<file path="src/rtl/rdcur_pkg.sv">
package rdcur_pkg;
  typedef enum logic [3:0] {
    CMD_ACT = 4'b0011,
    CMD_RDA = 4'b0101,
    CMD_DES = 4'b1000
  } cmd_e;

  localparam logic [7:0] TAG_ZERO = 8'h00;
  localparam logic [7:0] TAG_ALT  = 8'h33;

  typedef struct packed {
    logic       act;
    logic       rd;
    logic [2:0] bank;
    logic [4:0] sub;
    logic       ones;
  } slot_t;
endpackage

</file>
<file path="src/rtl/rdcur_loop_ctrl.sv">
module rdcur_loop_ctrl #(
  parameter int RRD_W = 6,
  parameter int FAW_W = 8,
  localparam int CW = FAW_W + 2
) (
  input  logic             clk,
  input  logic             rst_n,
  input  logic             en,
  input  logic [RRD_W-1:0] rrd_in,
  input  logic [FAW_W-1:0] faw_in,
  output logic             running,
  output logic [CW-1:0]    cyc,
  output logic [RRD_W-1:0] rrd_q,
  output logic [FAW_W-1:0] faw_q,
  output logic             cfg_err
);
  logic          en_q;
  logic [CW-1:0] rrd_x4, faw_x, last;
  logic          cfg_ok;

  assign rrd_x4 = CW'(rrd_in) << 2;
  assign faw_x  = CW'(faw_in);
  assign cfg_ok = (rrd_in >= RRD_W'(2)) && (faw_x >= rrd_x4);
  assign last   = {faw_q, 2'b00} - CW'(1);

  always_ff @(posedge clk) begin
    if (!rst_n) begin
      en_q    <= 1'b0;
      running <= 1'b0;
      cfg_err <= 1'b0;
      rrd_q   <= '0;
      faw_q   <= '0;
    end else begin
      en_q <= en;
      if (!en) begin
        running <= 1'b0;
        cfg_err <= 1'b0;
      end else if (!en_q) begin
        if (cfg_ok) begin
          running <= 1'b1;
          rrd_q   <= rrd_in;
          faw_q   <= faw_in;
        end else begin
          cfg_err <= 1'b1;
        end
      end
    end
  end

  always_ff @(posedge clk) begin
    if (!rst_n || !en || !running) cyc <= '0;
    else if (cyc == last)           cyc <= '0;
    else                            cyc <= cyc + CW'(1);
  end
endmodule

</file>
<file path="src/rtl/rdcur_slot_decode.sv">
module rdcur_slot_decode
  import rdcur_pkg::*;
#(
  parameter int RRD_W = 6,
  parameter int FAW_W = 8,
  localparam int CW = FAW_W + 2,
  localparam int NSLOT = 4
) (
  input  logic [CW-1:0]    cyc,
  input  logic [RRD_W-1:0] rrd,
  input  logic [FAW_W-1:0] faw,
  output slot_t            slot
);
  logic [CW-1:0] faw_x, two_faw, rrd_x, c1, c2;
  logic          half, qtr;
  logic [NSLOT-1:0] hit;
  logic [CW-1:0]    offs [NSLOT];

  assign faw_x   = CW'(faw);
  assign two_faw = faw_x << 1;
  assign rrd_x   = CW'(rrd);
  assign half    = cyc >= two_faw;
  assign c1      = half ? cyc - two_faw : cyc;
  assign qtr     = c1 >= faw_x;
  assign c2      = qtr ? c1 - faw_x : c1;

  for (genvar k = 0; k < NSLOT; k++) begin : g_slot
    logic [CW-1:0] start;
    assign start   = CW'(k) * rrd_x;
    assign hit[k]  = (c2 >= start) && (c2 < start + rrd_x);
    assign offs[k] = c2 - start;
  end

  logic [2:0]    kidx;
  logic [CW-1:0] off;
  always_comb begin
    kidx = 3'(NSLOT);
    off  = '0;
    for (int k = 0; k < NSLOT; k++) begin
      if (hit[k]) begin
        kidx = 3'(k);
        off  = offs[k];
      end
    end
  end

  always_comb begin
    slot.act  = (kidx != 3'(NSLOT)) && (off == '0);
    slot.rd   = (kidx != 3'(NSLOT)) && (off == CW'(1));
    slot.bank = {qtr, (kidx == 3'(NSLOT)) ? 2'd3 : kidx[1:0]};
    slot.sub  = (half ? 5'd10 : 5'd0) + (qtr ? 5'd5 : 5'd0) + 5'(kidx);
    slot.ones = qtr ^ kidx[0] ^ half;
  end
endmodule

</file>
<file path="src/rtl/rdcur_cmd_drive.sv">
module rdcur_cmd_drive
  import rdcur_pkg::*;
#(
  parameter int ADDR_W = 4,
  parameter int BURST  = 4,
  localparam int SW = $clog2(BURST + 1)
) (
  input  logic              clk,
  input  logic              rst_n,
  input  logic              running,
  input  slot_t             slot,
  output logic [3:0]        cmd,
  output logic [2:0]        bank,
  output logic [ADDR_W-1:0] addr,
  output logic              a10,
  output logic [7:0]        data_tag,
  output logic [4:0]        sub_idx,
  output logic              strobe_act
);
  logic [SW-1:0] burst_cnt;
  logic          rd_now;

  assign rd_now = running && slot.rd;

  always_ff @(posedge clk) begin
    if (!rst_n || !running) burst_cnt <= '0;
    else if (rd_now)        burst_cnt <= SW'(BURST - 1);
    else if (burst_cnt != '0) burst_cnt <= burst_cnt - SW'(1);
  end

  assign strobe_act = running && (rd_now || burst_cnt != '0);

  always_comb begin
    cmd      = CMD_DES;
    bank     = '0;
    addr     = '0;
    a10      = 1'b0;
    data_tag = TAG_ZERO;
    sub_idx  = '0;
    if (running) begin
      if (slot.act)     cmd = CMD_ACT;
      else if (slot.rd) cmd = CMD_RDA;
      bank     = slot.bank;
      addr     = slot.ones ? '1 : '0;
      a10      = slot.rd;
      data_tag = slot.ones ? TAG_ALT : TAG_ZERO;
      sub_idx  = slot.sub;
    end
  end
endmodule

</file>
<file path="src/rtl/rdcur_pattern_gen.sv">
module rdcur_pattern_gen
  import rdcur_pkg::*;
#(
  parameter int RRD_W  = 6,
  parameter int FAW_W  = 8,
  parameter int ADDR_W = 4,
  parameter int BURST  = 4,
  localparam int CW = FAW_W + 2
) (
  input  logic              clk,
  input  logic              rst_n,
  input  logic              en,
  input  logic [RRD_W-1:0]  rrd_in,
  input  logic [FAW_W-1:0]  faw_in,
  output logic              cs_n,
  output logic              ras_n,
  output logic              cas_n,
  output logic              we_n,
  output logic [2:0]        bank,
  output logic [ADDR_W-1:0] addr,
  output logic              a10,
  output logic [7:0]        data_tag,
  output logic              dm,
  output logic              strobe_act,
  output logic              cfg_err,
  output logic [4:0]        sub_idx,
  output logic [CW-1:0]     loop_cyc
);
  logic             running;
  logic [RRD_W-1:0] rrd_q;
  logic [FAW_W-1:0] faw_q;
  slot_t            slot;
  logic [3:0]       cmd;

  rdcur_loop_ctrl #(.RRD_W(RRD_W), .FAW_W(FAW_W)) u_ctrl (
    .clk(clk), .rst_n(rst_n), .en(en), .rrd_in(rrd_in), .faw_in(faw_in),
    .running(running), .cyc(loop_cyc), .rrd_q(rrd_q), .faw_q(faw_q),
    .cfg_err(cfg_err)
  );

  rdcur_slot_decode #(.RRD_W(RRD_W), .FAW_W(FAW_W)) u_dec (
    .cyc(loop_cyc), .rrd(rrd_q), .faw(faw_q), .slot(slot)
  );

  rdcur_cmd_drive #(.ADDR_W(ADDR_W), .BURST(BURST)) u_drv (
    .clk(clk), .rst_n(rst_n), .running(running), .slot(slot),
    .cmd(cmd), .bank(bank), .addr(addr), .a10(a10), .data_tag(data_tag),
    .sub_idx(sub_idx), .strobe_act(strobe_act)
  );

  assign {cs_n, ras_n, cas_n, we_n} = cmd;
  assign dm = 1'b0;
endmodule

</file>
<file path="config.mk">
export PLATFORM = sky130hd
export DESIGN_NAME = rdcur_pattern_gen
export DESIGN_NICKNAME = d
export VERILOG_FILES = /design/src/rtl/rdcur_pkg.sv /design/src/rtl/rdcur_loop_ctrl.sv /design/src/rtl/rdcur_slot_decode.sv /design/src/rtl/rdcur_cmd_drive.sv /design/src/rtl/rdcur_pattern_gen.sv
export SDC_FILE = /design/constraint.sdc
export NUM_CORES = 1
export LEC_CHECK = 0
export BUFFER_PORTS_ARGS = -buffer_cell sky130_fd_sc_hd__buf_4
export CORE_UTILIZATION = 45
export DETAILED_ROUTE_END_ITERATION = 8
export PLACE_DENSITY = 0.66
export REMOVE_ABC_BUFFERS = 1
export SLEW_MARGIN = 20
export SYNTH_ARGS = -nofsm -noshare
export SYNTH_HDL_FRONTEND = slang
export SYNTH_SLANG_ARGS = --single-unit
</file>
<file path="constraint.sdc">
create_clock -name clk -period 8.5 [get_ports clk]
set_input_delay 1.275 -clock clk [delete_from_list [all_inputs] [get_ports clk]]
set_output_delay 1.275 -clock clk [all_outputs]
set_load 0.005 [all_outputs]
</file>
Yosys cells after proc, flatten, opt, wreduce, memory -nomap -nowiden
Index checks and enable logic that the tools add are counted.

word-level totals
  logic and storage cells = 92
  bits in registers = 30
  bits of input ports = 17
  output and inout bits = 38

cells by class
  reductions and logical operators = 25
  $mul = 1
  $lt $le $gt $ge = 12
  add/subtract/negate cells = 13
  bitwise logic cells = 4
  muxes and demuxes = 25
  equal/unequal tests = 4

operators by type and width
  kind                   number
  $mux 10                6
  $lt 10x10->1           3
  $mux 4                 6
  $mux 3                 6
  $add 10x1->10 const B  1
  $add 10x6->10          1
  $eq 10x1->1 const B    1
  $eq 10x10->1           1
  $ge 10x1->1 const B    1
  $ge 10x10->1           1
  $ge 10x6->1            1
  $ge 10x7->1            1
  $ge 10x8->1            1
  $ge 10x9->1            1
  $logic_not 10->1       1
  $lt 10x6->1            1
  $sub 10x1->10 const B  1
  $sub 10x10->10         1
  $sub 10x6->10          1
  $sub 10x7->10          1
  $sub 10x8->10          1
  $sub 10x9->10          1
  $logic_and 1x1->1      9
  $add 7x6->8            1
  other kinds (23)       35

Depth between registers and ports, before layout
Gate-level depths: netlist (run 1).

  word-level depth = 15
  gate-level depth with buffers = 39
  depth with buffers taken out = 37

By module
Synthesis (run 1) repeated with hierarchy kept, for this count alone.

unflattened totals
  cells, all modules = 669
  area total of the unflattened synthesis = 5,026.1 um^2

by module, submodules not included
  module             area an instance (um^2)  cells an instance  seq. area each (um^2)  times used
  rdcur_slot_decode  3,186.8                  447                0.0                    1
  rdcur_loop_ctrl    1,470.2                  174                540.5                  1
  rdcur_cmd_drive    357.8                    46                 60.1                   1
  rdcur_pattern_gen  11.3                     2                  0.0                    1

Least setup slack after synthesis (run 1)
No wires, ideal clock.

  path kind = flip-flop to output port
  start point = register u_ctrl.faw_q[4]
  end point = output port sub_idx[2]
  stages on the path, launching flop included = 38
  buffers on the path = 3
  arrival = 6,824 ps
  required time = 7,225 ps
  path slack = 401 ps
  cells stage by stage = dfxtp_1 > inv_1 > ha_1 > buf_6 > a21o_1 > a41o_1 > o21a_4 > nor2_4 > buf_2 > mux2i_1 > inv_1 > ha_1 > and2_1 > and3_1 > o21ai_0 > nand2b_1 > a2111oi_4 > inv_2 > [... 2 more ...] > a21oi_1 > inv_1 > ha_1 > inv_1 > fa_1 > a21o_1 > a21oi_1 > nand2b_1 > a21o_1 > o2111ai_1 > mux2i_1 > nor4_1 > a21boi_0 > inv_1 > ha_1 > fa_1 > xor2_1 > and2_1

between the ends
  word-level cells in the longest chain between the ends = 12
  elaborated cells on any way between the ends = 27
  those cells by class = add/sub (4); order compare (10); mux (9); reduce/logical (4)

ends and longest elaborated chain
  element                                              line                                              RTL
  start: declaration                                   rdcur_loop_ctrl.sv:14                             output logic [FAW_W-1:0] faw_q,
  start signal: assignment                             rdcur_loop_ctrl.sv:42                             faw_q <= faw_in;
  $sub 10x9->10 / $ge 10x9->1 (equally long branches)  rdcur_slot_decode.sv:23, rdcur_slot_decode.sv:22
  $mux 10                                              rdcur_slot_decode.sv:23                           assign c1 = half ? cyc - two_faw : cyc;
  $sub 10x8->10 / $ge 10x8->1 (equally long branches)  rdcur_slot_decode.sv:25, rdcur_slot_decode.sv:24
  $mux 10                                              rdcur_slot_decode.sv:25                           assign c2 = qtr ? c1 - faw_x : c1;
  $ge 10x1->1 / $lt 10x6->1 (equally long branches)    rdcur_slot_decode.sv:30                           assign hit[k] = (c2 >= start) && (c2 < start + rrd_x);
  $logic_and 1x1->1                                    rdcur_slot_decode.sv:30
  $mux 3 (4 in a row)                                  rdcur_slot_decode.sv:40                           if (hit[k]) begin
  $add 5x3->5 *                                        rdcur_slot_decode.sv:51                           slot.sub = (half ? 5'd10 : 5'd0) + (qtr ? 5'd5 : 5'd0) + 5'(kidx);
  $mux 5 *                                             rdcur_cmd_drive.sv:40                             if (running) begin
  end: declaration                                     rdcur_pattern_gen.sv:26                           output logic [4:0] sub_idx,

Mark *: on every way between the ends. The rest lies on a longest branch, timed or not.

Worst setup path after layout (run 1)
  start point = register u_ctrl.faw_q[3]
  end point = output port sub_idx[1]

between the ends
  word-level cells in the longest chain between the ends = 11
  elaborated cells on any way between the ends = 23
  those cells by class = add/sub (4); order compare (8); mux (8); reduce/logical (3)

ends and longest elaborated chain
  element                                              line
  $sub 10x9->10 / $ge 10x9->1 (equally long branches)  rdcur_slot_decode.sv:23, rdcur_slot_decode.sv:22
  $mux 10                                              rdcur_slot_decode.sv:23
  $sub 10x8->10 / $ge 10x8->1 (equally long branches)  rdcur_slot_decode.sv:25, rdcur_slot_decode.sv:24
  $mux 10                                              rdcur_slot_decode.sv:25
  $ge 10x6->1 / $lt 10x10->1 (equally long branches)   rdcur_slot_decode.sv:30
  $logic_and 1x1->1                                    rdcur_slot_decode.sv:30
  $mux 3 (3 in a row)                                  rdcur_slot_decode.sv:40
  $add 5x3->5 *                                        rdcur_slot_decode.sv:51
  $mux 5 *                                             rdcur_cmd_drive.sv:40

Marks and branches as above.

==> qor.csv, run 1 <==
metric,value,unit
run status,finished clean,
Critical Path Start Type,flip-flop,
Crit Path Max Fanout,13,
CP peak stage delay,0.41,ns
max frequency,0.1205,GHz
placed cell areas,0.005913,mm2
GRT Util Overall,0.2594,
worst hold path depth,1,
row cnt,39,
initial DRC count,306,
net switching power,1.330,mW
final instance area,0.006497,mm2
Final Hold Vio Count,0,
clk sinks,30,
pre-CTS setup slack,-0.1563,ns
first-pass GRT wire length,25.66,mm
initial antenna violation count,0,
fin cells,908,
ys async rst share,0,
area grow syn2layout,22.56,%
Combinational Power Share,0.871,
Internal Power,1.210,mW
Worst Hold Slack,0.4831,ns
LEAKAGE,2.809,nW
CP arrival,7.02,ns
PD cells,390.9,mW/mm2
grt ovf,0,
register area share after synthesis,0.1133,
"Clk pin slew, worst setup/hold paths",0.05,ns
hold_buf cts,0,
ys flop type,dfxtp_1,
Port Buffers,49,
largest net degree at the start of global routing,20,
number of max-cap violations,0,
CP Class,flip-flop to primary output,
Routed Antenna Nets,0,
final core occ,0.5666,
worst reg2reg endpoint,u_drv.burst_cnt[1]$_SDFFE_PP0P_,
dpl hpwl,13.21,mm
Reg power frac,0.060,
hold path endpoint,u_ctrl.cfg_err$_SDFFE_PN0P_,
fin crit share,0.9761,
vias in the first global route,5231,
actual slew at the worst max-slew pin,1.021,ns
GPL Wtd Cong,0.9857,
Total Wirelength,16.43,mm
Worst-Skew Late Latency,0.28,ns
Die Area,0.01222,mm2
n_diodes,0,
drc violations,0,
Syn Area/Cell,7.683,um2
clock root buffer,clkbuf_16,
Worst VDD drop,285.4,uV
Yosys warning total,0,
Max H-tree Level,2,
WP data required,7.22,ns
Inserted Clock Buffers,5,
Crit. End Element,primary output,
Slew Limit Fails,0,
R2R Setup Slk,1.68,ns
Hold Path Origin,u_ctrl.cfg_err$_SDFFE_PN0P_,
I/O pin cnt,55,
CTS tree,done,
Clock Tree Buf Depth,2,
Worst Hold Class,flip-flop to flip-flop,
"Setup violations, final",0,
Slowest cell on crit path,fa_1,
placed cells,888,
final net count,856,
synthesized cell area,0.005301,mm2
DR vias,5346,
Worst slew margin,0.3163,
synth unique cells,81,
Die X,110.5,um
PnR worst setup slack,0.2033,ns
"EDFF count, synth",0,
fraction of layout cells with a size suffix above 1,0.2353,
r2r worst-path depth,32,
Initial Util,0.4623,
part of the power in the clock network,0.070,
Worst Skew,0.003439,ns
drt pass-1 iters,4,
via/cell ratio,5.888,
Routed wire per std cell,18.09,um
Gate Count Post-Synth,690,
#FFs+latches synth,30,
Die Y,110.5,um
Sw Ratio,0.5235,
Placeable Area,0.01147,mm2
FF-to-FF Start,u_ctrl.faw_q[3]$_SDFFE_PN0P_,
Final Critical Period,8.297,ns
==> placed cells by master (no fill, tap or decap), drive strengths merged, types with 8 or more instances in the layout <==
cell and count:
buf 91, o21a 16, nor3 17, dfxtp 30, a21oi 46, a21o 19
xor2 23, mux2i 21, inv 59, o211ai 13, xnor2 31, a211oi 8
nand2 39, nor2 58, nand3 22, ha 68, o21ai 36, nor2b 19
and2 25, nand2b 12
==> power groups by stage <==
| stage | combinational, mW | sequential (mW) | clock [mW] |
|---|---|---|---|
| 2_1_floorplan | 1.37 | 0.153 | 0 |
| 3_5_place_dp | 1.88 | 0.154 | 0 |
| 4_1_cts | 1.93 | 0.151 | 0.181 |
| 6_report | 2.21 | 0.152 | 0.177 |
| 5_1_grt | 2.40 | 0.152 | 0.184 |
| 3_3_place_gp | 1.83 | 0.154 | 0 |
==> stage by stage <==
| stage | total power [mW] | setup TNS (ns) |
|---|---|---|
| 3_3_place_gp | 1.981 | -0.1433 |
| 2_1_floorplan | 1.522 | -0.07321 |
| 5_1_grt | 2.731 | -0.5984 |
| 6_report | 2.540 | 0 |
| 3_5_place_dp | 2.035 | -1.587 |
| 4_1_cts | 2.265 | 0 |
==> synthesized netlist by cell type (all sizes together) (10+ instances only) <==
| master | instances | area [um2] |
|---|---|---|
| a21o | 19 | 143.9 |
| a21oi | 46 | 230.2 |
| and2 | 25 | 157.6 |
| buf | 18 | 137.6 |
| clkbuf | 10 | 37.54 |
| dfxtp | 30 | 600.6 |
| ha | 68 | 850.8 |
| inv | 59 | 221.5 |
| mux2i | 21 | 210.2 |
| nand2 | 39 | 146.4 |
| nand2b | 12 | 75.07 |
| nand3 | 22 | 110.1 |
| nor2 | 58 | 235.2 |
| nor2b | 19 | 118.9 |
| nor3 | 17 | 85.08 |
| o211ai | 13 | 107.6 |
| o21a | 16 | 127.6 |
| o21ai | 36 | 191.4 |
| xnor2 | 31 | 271.5 |
| xor2 | 23 | 201.4 |
==> state kept, by name (all words and copies together) (netlist names) <==
signal           count
u_ctrl.cyc          10
u_ctrl.rrd_q         6
u_ctrl.running       1
u_ctrl.en_q          1
u_ctrl.faw_q         8
u_drv.burst_cnt      3
u_ctrl.cfg_err       1
==> layer usage <==
metal  vias up  routed length, um  share of wire  global-route usage
li1       2604                  -              -                   -
met2       151               7775           0.47              0.4356
met5         -                  0              0                   0
met3        35                718          0.044             0.01482
met4         0                519          0.032              0.1040
met1      2556               7412           0.45              0.3464
==> timing repair <==
item	CTS	global route
setup buffers	5	7
endpoints found under the setup margin	19	19
gates resized for setup	8	72
pin swaps	3	12
==> worst max-delay path, delay by kind of cell, from the launching register on <==
kind	cells	cell delay [ns]
buf+inv	8	1.00
simple gates	8	1.41
compound gates	10	1.89
fa+ha+maj	6	1.63
mux	2	0.43
flops	1	0.37
==> area by class of cell <==
cell class | count | area [um2]
fill | 1058 | 4970
multi-input combinational | 576 | 4636
timing repair buffer | 91 | 699.4
sequential | 30 | 606.8
inverter | 60 | 229.0
tap | 143 | 178.9
clock buffer | 7 | 142.6
clock inverter | 1 | 5.005
==> cell families after synthesis <==
| logic type | Yosys count | share of synthesized area |
|---|---|---|
| AOI/OAI and AO/OA | 193 | 0.2672 |
| buffers and inverters | 88 | 0.07553 |
| other | 1 | 0.0007074 |
| muxes | 24 | 0.04602 |
| DFF | 30 | 0.1133 |
| adders and majority gates | 75 | 0.1869 |
| xor gates and xnor gates | 54 | 0.08921 |
| and+or+nand+nor | 225 | 0.2211 |
==> worst max path at each step <==
stage                            startpoint    endpoint  slack, ns  cells after the start
2_1_floorplan  u_ctrl.faw_q[4]$_SDFFE_PN0P_  sub_idx[2]      -0.07                     35
3_3_place_gp   u_ctrl.faw_q[4]$_SDFFE_PN0P_  strobe_act      -0.06                     27
3_5_place_dp   u_ctrl.faw_q[4]$_SDFFE_PN0P_  sub_idx[1]      -0.16                     29
4_1_cts        u_ctrl.faw_q[3]$_SDFFE_PN0P_  strobe_act       0.02                     29
5_1_grt            u_ctrl.cyc[1]$_SDFF_PP0_  sub_idx[1]      -0.06                     35
6_report       u_ctrl.faw_q[3]$_SDFFE_PN0P_  sub_idx[1]       0.20                     34
No activity file was read; power rests on OpenSTA's default activity.
==> inputs of run 2 (changes only) <==
--- a/config.mk
+++ b/config.mk
@@ -8,7 +8,7 @@
 export BUFFER_PORTS_ARGS = -buffer_cell sky130_fd_sc_hd__buf_4
 export CORE_UTILIZATION = 45
 export DETAILED_ROUTE_END_ITERATION = 8
-export PLACE_DENSITY = 0.66
+export PLACE_DENSITY = 0.64
 export REMOVE_ABC_BUFFERS = 1
 export SLEW_MARGIN = 20
 export SYNTH_ARGS = -nofsm -noshare
==> run 2 against run 1 <==
Effect of this change:
- routed wire length is 2.5% lower
- final cell count is 0.44% higher
- flip-flop and latch count stayed put
- core utilization is 1.4 points lower
- register-to-register slack better by 0.19 ns
- via count is 0.24% lower
- global-route usage is 0.26 points lower
- sequential share of layout area is 0.16 points higher
- worst hold slack better by 0.011 ns
- non-clock buffer count is 4 higher
- die area stayed put
- cell area is 2.5% lower
==> qor.csv, run 2 (synthesis gave the netlist of run 1 again) <==
metric,value,unit
run status,finished clean,
WP data required,7.22,ns
largest net degree at the start of global routing,20,
Worst Hold Class,flip-flop to flip-flop,
actual slew at the worst max-slew pin,1.022,ns
Worst Skew,0.004212,ns
pre-CTS setup slack,-0.005001,ns
I/O pin cnt,55,
fraction of layout cells with a size suffix above 1,0.2068,
DR vias,5333,
grt ovf,0,
Die Y,110.5,um
net switching power,1.256,mW
Port Buffers,49,
part of the power in the clock network,0.079,
WP buf/inv,9,
Final Hold Vio Count,0,
n_diodes,0,
initial DRC count,334,
Die Area,0.01222,mm2
max frequency,0.1221,GHz
Worst slew margin,0.3154,
row cnt,39,
Critical Path Start Type,flip-flop,
Top reg by flops,u_ctrl.cyc,
via/cell ratio,5.848,
"most common cell after layout, fill and taps aside",buf_4,
Internal Power,1.178,mW
final instance area,0.006332,mm2
Worst VDD drop,244.2,uV
Crit. End Element,primary output,
CP Class,flip-flop to primary output,
drc violations,0,
Die X,110.5,um
first-pass GRT wire length,25.38,mm
Max H-tree Level,2,
Placeable Area,0.01147,mm2
Slowest cell on crit path,a21oi_1,
GRT Util Overall,0.2569,
clock root buffer,clkbuf_16,
Total Wirelength,16.02,mm
GPL Wtd Cong,0.9877,
placed cell areas,0.005921,mm2
Initial Util,0.4623,
Inserted Clock Buffers,5,
Routed Antenna Nets,0,
Worst Hold Slack,0.4945,ns
PnR worst setup slack,0.3132,ns
Slew Limit Fails,0,
"Setup violations, final",0,
max reg flops,10,
Clock Tree Buf Depth,2,
PD cells,384.3,mW/mm2
Crit Path Max Fanout,7,
final net count,860,
number of max-cap violations,0,
"commonest non-fill, non-tap cells in the layout","94 x buf_4, 62 x ha_1, 57 x inv_1",
CP arrival,6.91,ns
Largest regs,"u_ctrl.cyc (10), u_ctrl.faw_q (8), u_ctrl.rrd_q (6)",
clk sinks,30,
dpl hpwl,13.13,mm
area grow syn2layout,19.45,%
"Clk pin slew, worst setup/hold paths",0.05,ns
Worst-Skew Late Latency,0.28,ns
initial antenna violation count,0,
vias in the first global route,5084,
LEAKAGE,2.820,nW
Final Critical Period,8.187,ns
"CP delay by family, top",compound AO/OA/AOI/OAI gates,
hold_buf cts,0,
CP peak stage delay,0.59,ns
CTS tree,done,
Design Power,2.434,mW
Sw Ratio,0.5159,
Layout fillers,1071,
drt pass-1 iters,7,
Routed wire per std cell,17.56,um
Combinational Power Share,0.858,
Reg power frac,0.062,
fin crit share,0.9632,
## run 2: path summary, 6_finish.rpt
path                           startpoint                               to  slack (ns)  cells after the start
max reg2reg  u_ctrl.faw_q[4]$_SDFFE_PN0P_  u_drv.burst_cnt[0]$_SDFFE_PP0P_        1.87                     34
min reg2reg   u_ctrl.cfg_err$_SDFFE_PN0P_      u_ctrl.cfg_err$_SDFFE_PN0P_        0.49                      1
max          u_ctrl.faw_q[4]$_SDFFE_PN0P_                       strobe_act        0.31                     35
min           u_ctrl.cfg_err$_SDFFE_PN0P_      u_ctrl.cfg_err$_SDFFE_PN0P_        0.49                      1
## run 2: cell type report
cell class                      instances  area [um2]  share of cell area
Clock buffer                            8       166.4             0.02628
Tap cell                              143       178.9             0.02826
Sequential cell                        30       601.8             0.09504
Timing Repair Buffer                   95       716.9              0.1132
Multi-Input combinational cell        576        4443              0.7016
Inverter                               60       225.2             0.03557
## run 2: timing repair
action	CTS	global route
resized for setup	7	29
pin swaps	1	6
setup buffers	4	11
endpoints found under the setup margin	15	19
cloned	0	0
## run 2: metrics by stage
stage / utilization / cells / setup TNS (ns)
2_1_floorplan: - / 666 / -0.07321
3_3_place_gp: 0.5163 / 889 / 0
3_5_place_dp: 0.5163 / 889 / -0.005001
4_1_cts: 0.5353 / 901 / 0
5_1_grt: 0.5522 / 912 / -0.09786
6_report: 0.5522 / 912 / 0
## run 2: worst register-to-register path: cells and delay by family, from the launching register on
kind            cells  cell delay [ns]
flops               1             0.36
fa+ha+maj           4             1.05
simple gates        7             1.27
buf+inv             8             0.92
compound gates     15             2.97
## run 2: layer usage
metal | global-route usage | vias to the layer above | wire [um] | part of all wire
met5 | 0 | - | 0 | 0
met4 | 0.08533 | 0 | 374 | 0.023
met3 | 0.02799 | 31 | 1164 | 0.073
met2 | 0.4128 | 227 | 7176 | 0.45
met1 | 0.3565 | 2460 | 7303 | 0.46
li1 | - | 2615 | - | -
## run 2: power groups by stage
stage	clock (mW)	combinational [mW]	sequential, mW
5_1_grt	0.203	2.27	0.152
6_report	0.193	2.09	0.151
3_5_place_dp	0	1.87	0.154
3_3_place_gp	0	1.84	0.154
4_1_cts	0.198	1.91	0.151
2_1_floorplan	0	1.37	0.153
